## src/rtl/camfe_pkg.sv

```systemverilog
package camfe_pkg;
    typedef enum logic [1:0] {
        ST_IDLE  = 2'd0,
        ST_BLANK = 2'd1,
        ST_LINE  = 2'd2
    } cap_state_e;

    localparam logic [1:0] PAT_OFF   = 2'd0;
    localparam logic [1:0] PAT_BARS  = 2'd1;
    localparam logic [1:0] PAT_HRAMP = 2'd2;
    localparam logic [1:0] PAT_VRAMP = 2'd3;
endpackage

```

## src/rtl/camfe_edge_sample.sv

```systemverilog
module camfe_edge_sample #(
    parameter int DW = 8
) (
    input  logic          clk,
    input  logic          rst_n,
    input  logic          inv_pclk,
    input  logic          inv_vs,
    input  logic          inv_hr,
    input  logic          vs_pin,
    input  logic          hr_pin,
    input  logic [DW-1:0] d_pin,
    output logic          vs_o,
    output logic          hr_o,
    output logic [DW-1:0] d_o
);
    localparam int BW = DW + 2;

    logic [BW-1:0] rise_q, fall_q, pick;

    always_ff @(posedge clk or negedge rst_n) begin
        if (!rst_n) rise_q <= '0;
        else        rise_q <= {vs_pin, hr_pin, d_pin};
    end

    always_ff @(negedge clk or negedge rst_n) begin
        if (!rst_n) fall_q <= '0;
        else        fall_q <= {vs_pin, hr_pin, d_pin};
    end

    always_comb begin
        pick = inv_pclk ? fall_q : rise_q;
        vs_o = pick[BW-1] ^ inv_vs;
        hr_o = pick[BW-2] ^ inv_hr;
        d_o  = pick[DW-1:0];
    end
endmodule

```

## src/rtl/camfe_pattern.sv

```systemverilog
module camfe_pattern
    import camfe_pkg::*;
#(
    parameter int CW        = 16,
    parameter int DW        = 8,
    parameter int BAR_SHIFT = 3
) (
    input  logic [1:0]    sel,
    input  logic [CW-1:0] col,
    input  logic [CW-1:0] row,
    input  logic          is_cb,
    output logic [DW-1:0] pat_y,
    output logic [DW-1:0] pat_c
);
    localparam logic [DW-1:0] MID = {1'b1, {(DW-1){1'b0}}};

    logic [2:0]    bar;
    logic [DW-1:0] bar_y;

    assign bar   = col[BAR_SHIFT +: 3];
    assign bar_y = {bar, {(DW-3){1'b0}}};

    always_comb begin
        unique case (sel)
            PAT_BARS: begin
                pat_y = bar_y;
                pat_c = is_cb ? ~bar_y : (bar_y ^ MID);
            end
            PAT_HRAMP: begin
                pat_y = col[DW-1:0];
                pat_c = MID;
            end
            PAT_VRAMP: begin
                pat_y = row[DW-1:0];
                pat_c = MID;
            end
            default: begin
                pat_y = '0;
                pat_c = '0;
            end
        endcase
    end
endmodule

```

## src/rtl/camfe_window.sv

```systemverilog
module camfe_window #(
    parameter int CW = 16
) (
    input  logic [2*CW-1:0] src_size,
    input  logic [2*CW-1:0] lead_ofs,
    input  logic [2*CW-1:0] trail_ofs,
    input  logic [CW-1:0]   col,
    input  logic [CW-1:0]   row,
    output logic            in_win,
    output logic            last_col
);
    logic [CW-1:0] wid, hgt, lft, top, rgt, bot, xlo, ylo;
    logic [CW:0]   xend, yend;
    logic          crop_en;

    always_comb begin
        wid     = src_size[2*CW-1:CW];
        hgt     = src_size[CW-1:0];
        lft     = lead_ofs[2*CW-1:CW];
        top     = lead_ofs[CW-1:0];
        rgt     = trail_ofs[2*CW-1:CW];
        bot     = trail_ofs[CW-1:0];
        crop_en = (lft != '0) || (top != '0);
        xlo     = crop_en ? lft : '0;
        ylo     = crop_en ? top : '0;
        xend    = {1'b0, wid} - (crop_en ? {1'b0, rgt} : '0);
        yend    = {1'b0, hgt} - (crop_en ? {1'b0, bot} : '0);
        in_win  = !xend[CW] && !yend[CW]
                  && (col >= xlo) && ({1'b0, col} < xend)
                  && (row >= ylo) && ({1'b0, row} < yend);
        last_col = ({1'b0, col} + 1'b1) == xend;
    end
endmodule

```

## src/rtl/camfe_top.sv

```systemverilog
module camfe_top
    import camfe_pkg::*;
#(
    parameter int DW = 8,
    parameter int CW = 16
) (
    input  logic          clk,
    input  logic          rst_n,
    input  logic          soft_rst,
    input  logic          cam_vsync,
    input  logic          cam_href,
    input  logic [7:0]    cam_data,
    input  logic [31:0]   cfg_src_size,
    input  logic [31:0]   cfg_lead_ofs,
    input  logic [31:0]   cfg_trail_ofs,
    input  logic [1:0]    cfg_order,
    input  logic          cfg_inv_pclk,
    input  logic          cfg_inv_vsync,
    input  logic          cfg_inv_href,
    input  logic [1:0]    cfg_pattern,
    output logic          pix_vld,
    output logic [7:0]    pix_y,
    output logic [7:0]    pix_c,
    output logic          pix_cb_vld,
    output logic          pix_cr_vld,
    output logic          pix_sof,
    output logic          pix_eol
);
    cap_state_e    state_q, state_d;
    logic          vs, hr, vs_prev_q, vs_edge;
    logic [DW-1:0] d, b0_q, pat_y, pat_c;
    logic          bph_q, phase, is_cb, in_win, last_col, sof_pend_q;
    logic [CW-1:0] x_q, y_q, xc;

    camfe_edge_sample #(.DW(DW)) u_sample (
        .clk(clk), .rst_n(rst_n), .inv_pclk(cfg_inv_pclk),
        .inv_vs(cfg_inv_vsync), .inv_hr(cfg_inv_href),
        .vs_pin(cam_vsync), .hr_pin(cam_href), .d_pin(cam_data),
        .vs_o(vs), .hr_o(hr), .d_o(d)
    );

    assign vs_edge = vs && !vs_prev_q;
    assign phase   = (state_q == ST_BLANK) ? 1'b0 : bph_q;
    assign xc      = (state_q == ST_BLANK) ? '0 : x_q;
    assign is_cb   = (xc[0] == cfg_order[0]);

    camfe_window #(.CW(CW)) u_window (
        .src_size(cfg_src_size[2*CW-1:0]), .lead_ofs(cfg_lead_ofs[2*CW-1:0]),
        .trail_ofs(cfg_trail_ofs[2*CW-1:0]), .col(xc), .row(y_q),
        .in_win(in_win), .last_col(last_col)
    );

    camfe_pattern #(.CW(CW), .DW(DW)) u_pattern (
        .sel(cfg_pattern), .col(xc), .row(y_q), .is_cb(is_cb),
        .pat_y(pat_y), .pat_c(pat_c)
    );

    always_comb begin
        state_d = state_q;
        if (vs_edge) begin
            state_d = ST_BLANK;
        end else begin
            unique case (state_q)
                ST_IDLE:  state_d = ST_IDLE;
                ST_BLANK: state_d = hr ? ST_LINE : ST_BLANK;
                ST_LINE:  state_d = hr ? ST_LINE : ST_BLANK;
                default:  state_d = ST_IDLE;
            endcase
        end
    end

    always_ff @(posedge clk or negedge rst_n) begin
        if (!rst_n)        state_q <= ST_IDLE;
        else if (soft_rst) state_q <= ST_IDLE;
        else               state_q <= state_d;
    end

    always_ff @(posedge clk or negedge rst_n) begin
        if (!rst_n) begin
            vs_prev_q <= 1'b0; sof_pend_q <= 1'b0; bph_q <= 1'b0;
            x_q <= '0; y_q <= '0; b0_q <= '0;
            pix_vld <= 1'b0; pix_y <= '0; pix_c <= '0;
            pix_cb_vld <= 1'b0; pix_cr_vld <= 1'b0;
            pix_sof <= 1'b0; pix_eol <= 1'b0;
        end else if (soft_rst) begin
            vs_prev_q <= 1'b0; sof_pend_q <= 1'b0; bph_q <= 1'b0;
            x_q <= '0; y_q <= '0; b0_q <= '0;
            pix_vld <= 1'b0; pix_y <= '0; pix_c <= '0;
            pix_cb_vld <= 1'b0; pix_cr_vld <= 1'b0;
            pix_sof <= 1'b0; pix_eol <= 1'b0;
        end else begin
            vs_prev_q  <= vs;
            pix_vld    <= 1'b0;
            pix_cb_vld <= 1'b0;
            pix_cr_vld <= 1'b0;
            pix_sof    <= 1'b0;
            pix_eol    <= 1'b0;
            if (vs_edge) begin
                y_q        <= '0;
                sof_pend_q <= 1'b1;
                bph_q      <= 1'b0;
            end else begin
                if (state_q == ST_LINE && !hr) y_q <= y_q + 1'b1;
                if (state_q != ST_IDLE && hr) begin
                    if (!phase) begin
                        b0_q  <= d;
                        bph_q <= 1'b1;
                        x_q   <= xc;
                    end else begin
                        bph_q <= 1'b0;
                        x_q   <= xc + 1'b1;
                        if (in_win) begin
                            pix_vld    <= 1'b1;
                            pix_cb_vld <= is_cb;
                            pix_cr_vld <= !is_cb;
                            pix_sof    <= sof_pend_q;
                            pix_eol    <= last_col;
                            sof_pend_q <= 1'b0;
                            if (cfg_pattern != PAT_OFF) begin
                                pix_y <= pat_y;
                                pix_c <= pat_c;
                            end else begin
                                pix_y <= cfg_order[1] ? d : b0_q;
                                pix_c <= cfg_order[1] ? b0_q : d;
                            end
                        end
                    end
                end
            end
        end
    end


    soft_quiet_chk: assert property (@(posedge clk) disable iff (!rst_n)
        soft_rst |=> (!pix_vld && !pix_sof && !pix_eol));


    idle_quiet_chk: assert property (@(posedge clk) disable iff (!rst_n)
        (state_q == ST_IDLE) |=> !pix_vld);


    chroma_tag_chk: assert property (@(posedge clk) disable iff (!rst_n)
        pix_vld |-> ($countones({pix_cb_vld, pix_cr_vld}) == 1));


    chroma_idle_chk: assert property (@(posedge clk) disable iff (!rst_n)
        !pix_vld |-> !(pix_cb_vld || pix_cr_vld));


    marker_vld_chk: assert property (@(posedge clk) disable iff (!rst_n)
        (pix_sof || pix_eol) |-> pix_vld);


    frame_start_chk: assert property (@(posedge clk) disable iff (!rst_n || soft_rst)
        vs_edge |=> (state_q == ST_BLANK && y_q == '0));
endmodule

```

## config.mk

```make
export PLATFORM = sky130hd
export DESIGN_NAME = camfe_top
export DESIGN_NICKNAME = d
export VERILOG_FILES = /design/src/rtl/camfe_pkg.sv /design/src/rtl/camfe_edge_sample.sv /design/src/rtl/camfe_pattern.sv /design/src/rtl/camfe_window.sv /design/src/rtl/camfe_top.sv
export SDC_FILE = /design/constraint.sdc
export NUM_CORES = 1
export LEC_CHECK = 0
export ABC_AREA = 1
export CAP_MARGIN = 10
export CORE_MARGIN = 10
export CORE_UTILIZATION = 23
export CTS_BUF_LIST = sky130_fd_sc_hd__clkbuf_16
export DETAILED_ROUTE_END_ITERATION = 6
export PLACE_DENSITY_LB_ADDON = 0.2
export SYNTH_ARGS = -nofsm -noshare
export SYNTH_HDL_FRONTEND = slang
export SYNTH_SLANG_ARGS = --single-unit
```

## constraint.sdc

```tcl
create_clock -name clk -period 3.8 [get_ports clk]
set_clock_uncertainty 0.2 [all_clocks]
set_input_delay 0.95 -clock clk [delete_from_list [all_inputs] [get_ports clk]]
set_output_delay 0.95 -clock clk [all_outputs]
set_load 0.01 [all_outputs]
```

==> impl_results.md <==
* Status: finished with violations
* Failing checks: setup timing
* Final worst slack at -0.8855 ns
* PortBufs at 136
* Synth Area per Inst at 6.884 sq um
* Total power at 0.003387 W
* Die width at 209.4 microns
* TritonCTS Buffers at 9
* Mapped Area at 8247 sq um
* Layout area overhead at 61.98%
* Die area at 43830 sq um
* Switch Pwr at 0.001153 W
* Clock-pin transition on the worst setup and hold timing paths at 0.06 ns
* Post-synth ARST share at 1.000
* Starting DRT DRC Count at 447
* Area leader, netlist: dfrtp_1
* Flop pwr share at 0.285
* FMAX at 0.2134 GHz
* Min-Delay Path Class: input port to asynchronous set/reset pin
* CTS H-tree depth at 3
* Switching part of the total at 0.3406
* # DRC at 0
* Pre-antenna DRT Iters at 5
* Max Cap Viol at 0
* Clock Path Buffers at 2
* Core area at 35480 sq um
* Cell count after placement at 1937
* GR Overflow Total at 0
* Pin slew with the least headroom to its limit at 0.7039 ns
* Synthesized net count at 1416
* Antenna violations before repair at 0
* Most frequent cell after synthesis: nand2_1
* Routability cong. at 0.8522
* Fin nets at 1760
* Final hold vios at 0
* Int Pwr at 0.002233 W
* Largest net degree at the start of global routing at 40
* Cts hold-fix bufs at 0
* Sink Count at 86
* Final Setup Violations at 24
* Area share of the largest cell type after synthesis at 0.2306
* Post-synthesis sequential area ratio at 0.2610
* Most frequent cells after synthesis: 308 x nand2_1, 185 x inv_1, 100 x ha_1
* Largest cells by area after synthesis: dfrtp_1 23%, ha_1 15%, nand2_1 14%
* Post-route cell area at 13360 sq um
* #FFs+latches synth at 86
* Gr usage total at 0.1320
* Initial core utilization at 0.2324
* Gate power share at 0.437
* Wire length on met3 at 830 microns
* CP max FO at 6
* Critical Path RT at 3.88 ns
* Vias at 8942
* IO Count at 137
* Synth Flop Type: dfrtp_1
* Tmin final at 4.685 ns
* Post-Route WL at 30250 microns
* CTS tree: built
* Uppermost routed layer: met4
* Rows at 69
* Layout cells sized above 1 at 0.3206
* Leakage at 6.547 nW
* Post-place setup slack at -1.930 ns
* Final Cycle Share at 1.233
* RSZ-0062 raised after global routing: yes
* Post-synthesis cell count at 1198
* Metal-1 WL at 13550 microns
* Rel. slew slack at 0.5186
* PD cells at 253.5 nW/um^2
* Worst-Skew Late Latency at 0.35 ns
* Maximum vdd drop at 195.9 uV
* Routed wl met2 at 15510 microns
* Synth Warn # at 0
* CP endpoint kind: register
* CTS Root Cell: clkbuf_16
* Critical setup path kind: input port to register
* Vias per inst at 4.453
* First-pass GRT wire length at 47360 microns
* Vias in the first global route at 8955
* Routed Antenna Nets at 0
* Per-cell routed wire length at 15.06 microns
* FF/Latch Area at 2152 sq um
* Layout fillers at 3717
* Die H at 209.4 microns
* Worst Path Arrival at 4.77 ns
* Post-Place Cell Area at 11440 sq um
* Clock power frac at 0.278
* Layout Cells excl Fill at 2008
* Critical path launch point type: input port
* ANT cells at 0
* Post-synth EDFFs at 0
* Multi-input logic area at 6450 sq um
* Detail Placement HPWL at 23930 microns
* Max-slew violations at 0
* Distinct cells, synth at 50
==> registers in the layout, indices dropped and copies added, names as in the netlist <==
name	flops
bph_q	1
y_q	16
state_q	2
pix_sof	1
sof_pend_q	1
pix_cb_vld	1
vs_prev_q	1
x_q	16
u_sample.rise_q	10
pix_eol	1
u_sample.fall_q	10
pix_vld	1
pix_c	8
pix_cr_vld	1
pix_y	8
b0_q	8
==> through the flow <==
step             util  TNS [ns]  hold WS, ns
3_5_place_dp   0.3225    -43.45       0.2918
6_report       0.3765    -18.47       0.2767
2_1_floorplan       -    -14.60       0.2668
3_3_place_gp   0.3225    -41.48       0.2857
4_1_cts        0.3619    -19.94       0.2787
5_1_grt        0.3765    -24.95       0.2838
==> power by group through the flow <==
stage | clock (W) | sequential (W) | combinational, W
final | 0.000941 | 0.000967 | 0.00148
after global routing | 0.00100 | 0.000969 | 0.00164
after global placement | 0 | 0.000983 | 0.00119
after CTS | 0.000965 | 0.000966 | 0.00136
after floorplan | 0 | 0.000979 | 0.000638
after detailed placement | 0 | 0.000983 | 0.00120
==> per-layer routing <==
metal / up-vias / global-route usage
li1: 4614 / -
met1: 4173 / 0.1661
met2: 129 / 0.2363
met3: 26 / 0.01752
met4: 0 / 0.02307
met5: - / 0
==> cells by family after synthesis <==
family,Yosys count,share of synthesized area
compound gates,192,0.1303
xor+xnor,34,0.03702
fa+ha+maj,102,0.1566
buf+inv,215,0.1032
flops,86,0.2610
mux,5,0.006069
simple gates,564,0.3059
==> layout by cell type (no fill, tap or decap), types with 8 or more instances in the layout <==
| master | instances |
|---|---|
| buf_6 | 15 |
| nor2_2 | 11 |
| nand3b_1 | 10 |
| o22ai_1 | 9 |
| xnor2_1 | 10 |
| nand3_1 | 46 |
| xor2_1 | 14 |
| nor3_2 | 8 |
| a21oi_2 | 20 |
| nor2_4 | 13 |
| buf_4 | 202 |
| dfrtn_1 | 10 |
| nand3_2 | 20 |
| nor2_1 | 86 |
| o21ai_0 | 52 |
| dfrtp_1 | 76 |
| nand2_1 | 254 |
| buf_12 | 9 |
| inv_2 | 20 |
| nand4_1 | 25 |
| clkdlybuf4s50_1 | 103 |
| clkbuf_16 | 10 |
| nand2_2 | 47 |
| ha_4 | 22 |
| a21oi_1 | 55 |
| ha_1 | 74 |
| nand2_4 | 15 |
| inv_1 | 165 |
| buf_2 | 10 |
==> path summary, 6_finish.rpt <==
check | from | slack (ns) | cells past startpoint | endpoint
max reg2reg | u_sample.fall_q[4]$_DFF_NN0_ | -0.06 | 7 | pix_y[4]$_DFFE_PN0P_
min reg2reg | y_q[15]$_DFFE_PN0P_ | 0.31 | 1 | y_q[15]$_DFFE_PN0P_
max in group asynchronous | rst_n | 1.09 | 1 | u_sample.fall_q[8]$_DFF_NN0_
min | rst_n | 0.28 | 1 | pix_vld$_DFF_PN0_
min in group clk | y_q[15]$_DFFE_PN0P_ | 0.31 | 1 | y_q[15]$_DFFE_PN0P_
max | cfg_lead_ofs[11] | -0.89 | 28 | pix_c[4]$_DFFE_PN0P_
==> critical path: stages <==
cell and delay (ns):
dlygate4sd2_1 0.24, inv_2 0.06, nand3_1 0.09, nor3_2 0.14, nand3_2 0.17, nor2_4 0.18
inv_4 0.07, bufbuf_16 0.28, buf_4 0.16, buf_4 0.14, nand2_1 0.05, ha_1 0.25
a21oi_1 0.15, o21ai_0 0.10, a21oi_1 0.16, nand2_1 0.07, nand2_1 0.07, nand2_2 0.08
ha_2 0.21, nor3_4 0.17, nand3_2 0.11, nor2_4 0.13, nand3_4 0.10, nor2_8 0.18
buf_12 0.13, buf_12 0.10, nand4_1 0.10, nand2_1 0.10
==> layout make-up <==
cell class,instances,share of cell area
timing repair buffer,356,0.2348
clock buffer,9,0.01686
clock inverter,7,0.006650
multi-input combinational,899,0.4829
inverter,190,0.05451
tap,461,0.04318
sequential,86,0.1611
==> timing repair <==
action / 4_1_cts / 5_1_grt
endpoints found under the setup margin: 46 / 50
gates cloned: 6 / 1
buffers inserted: 38 / 13
gates resized for setup: 242 / 125
pin swaps: 71 / 88
(Power assumes the default switching activity.)
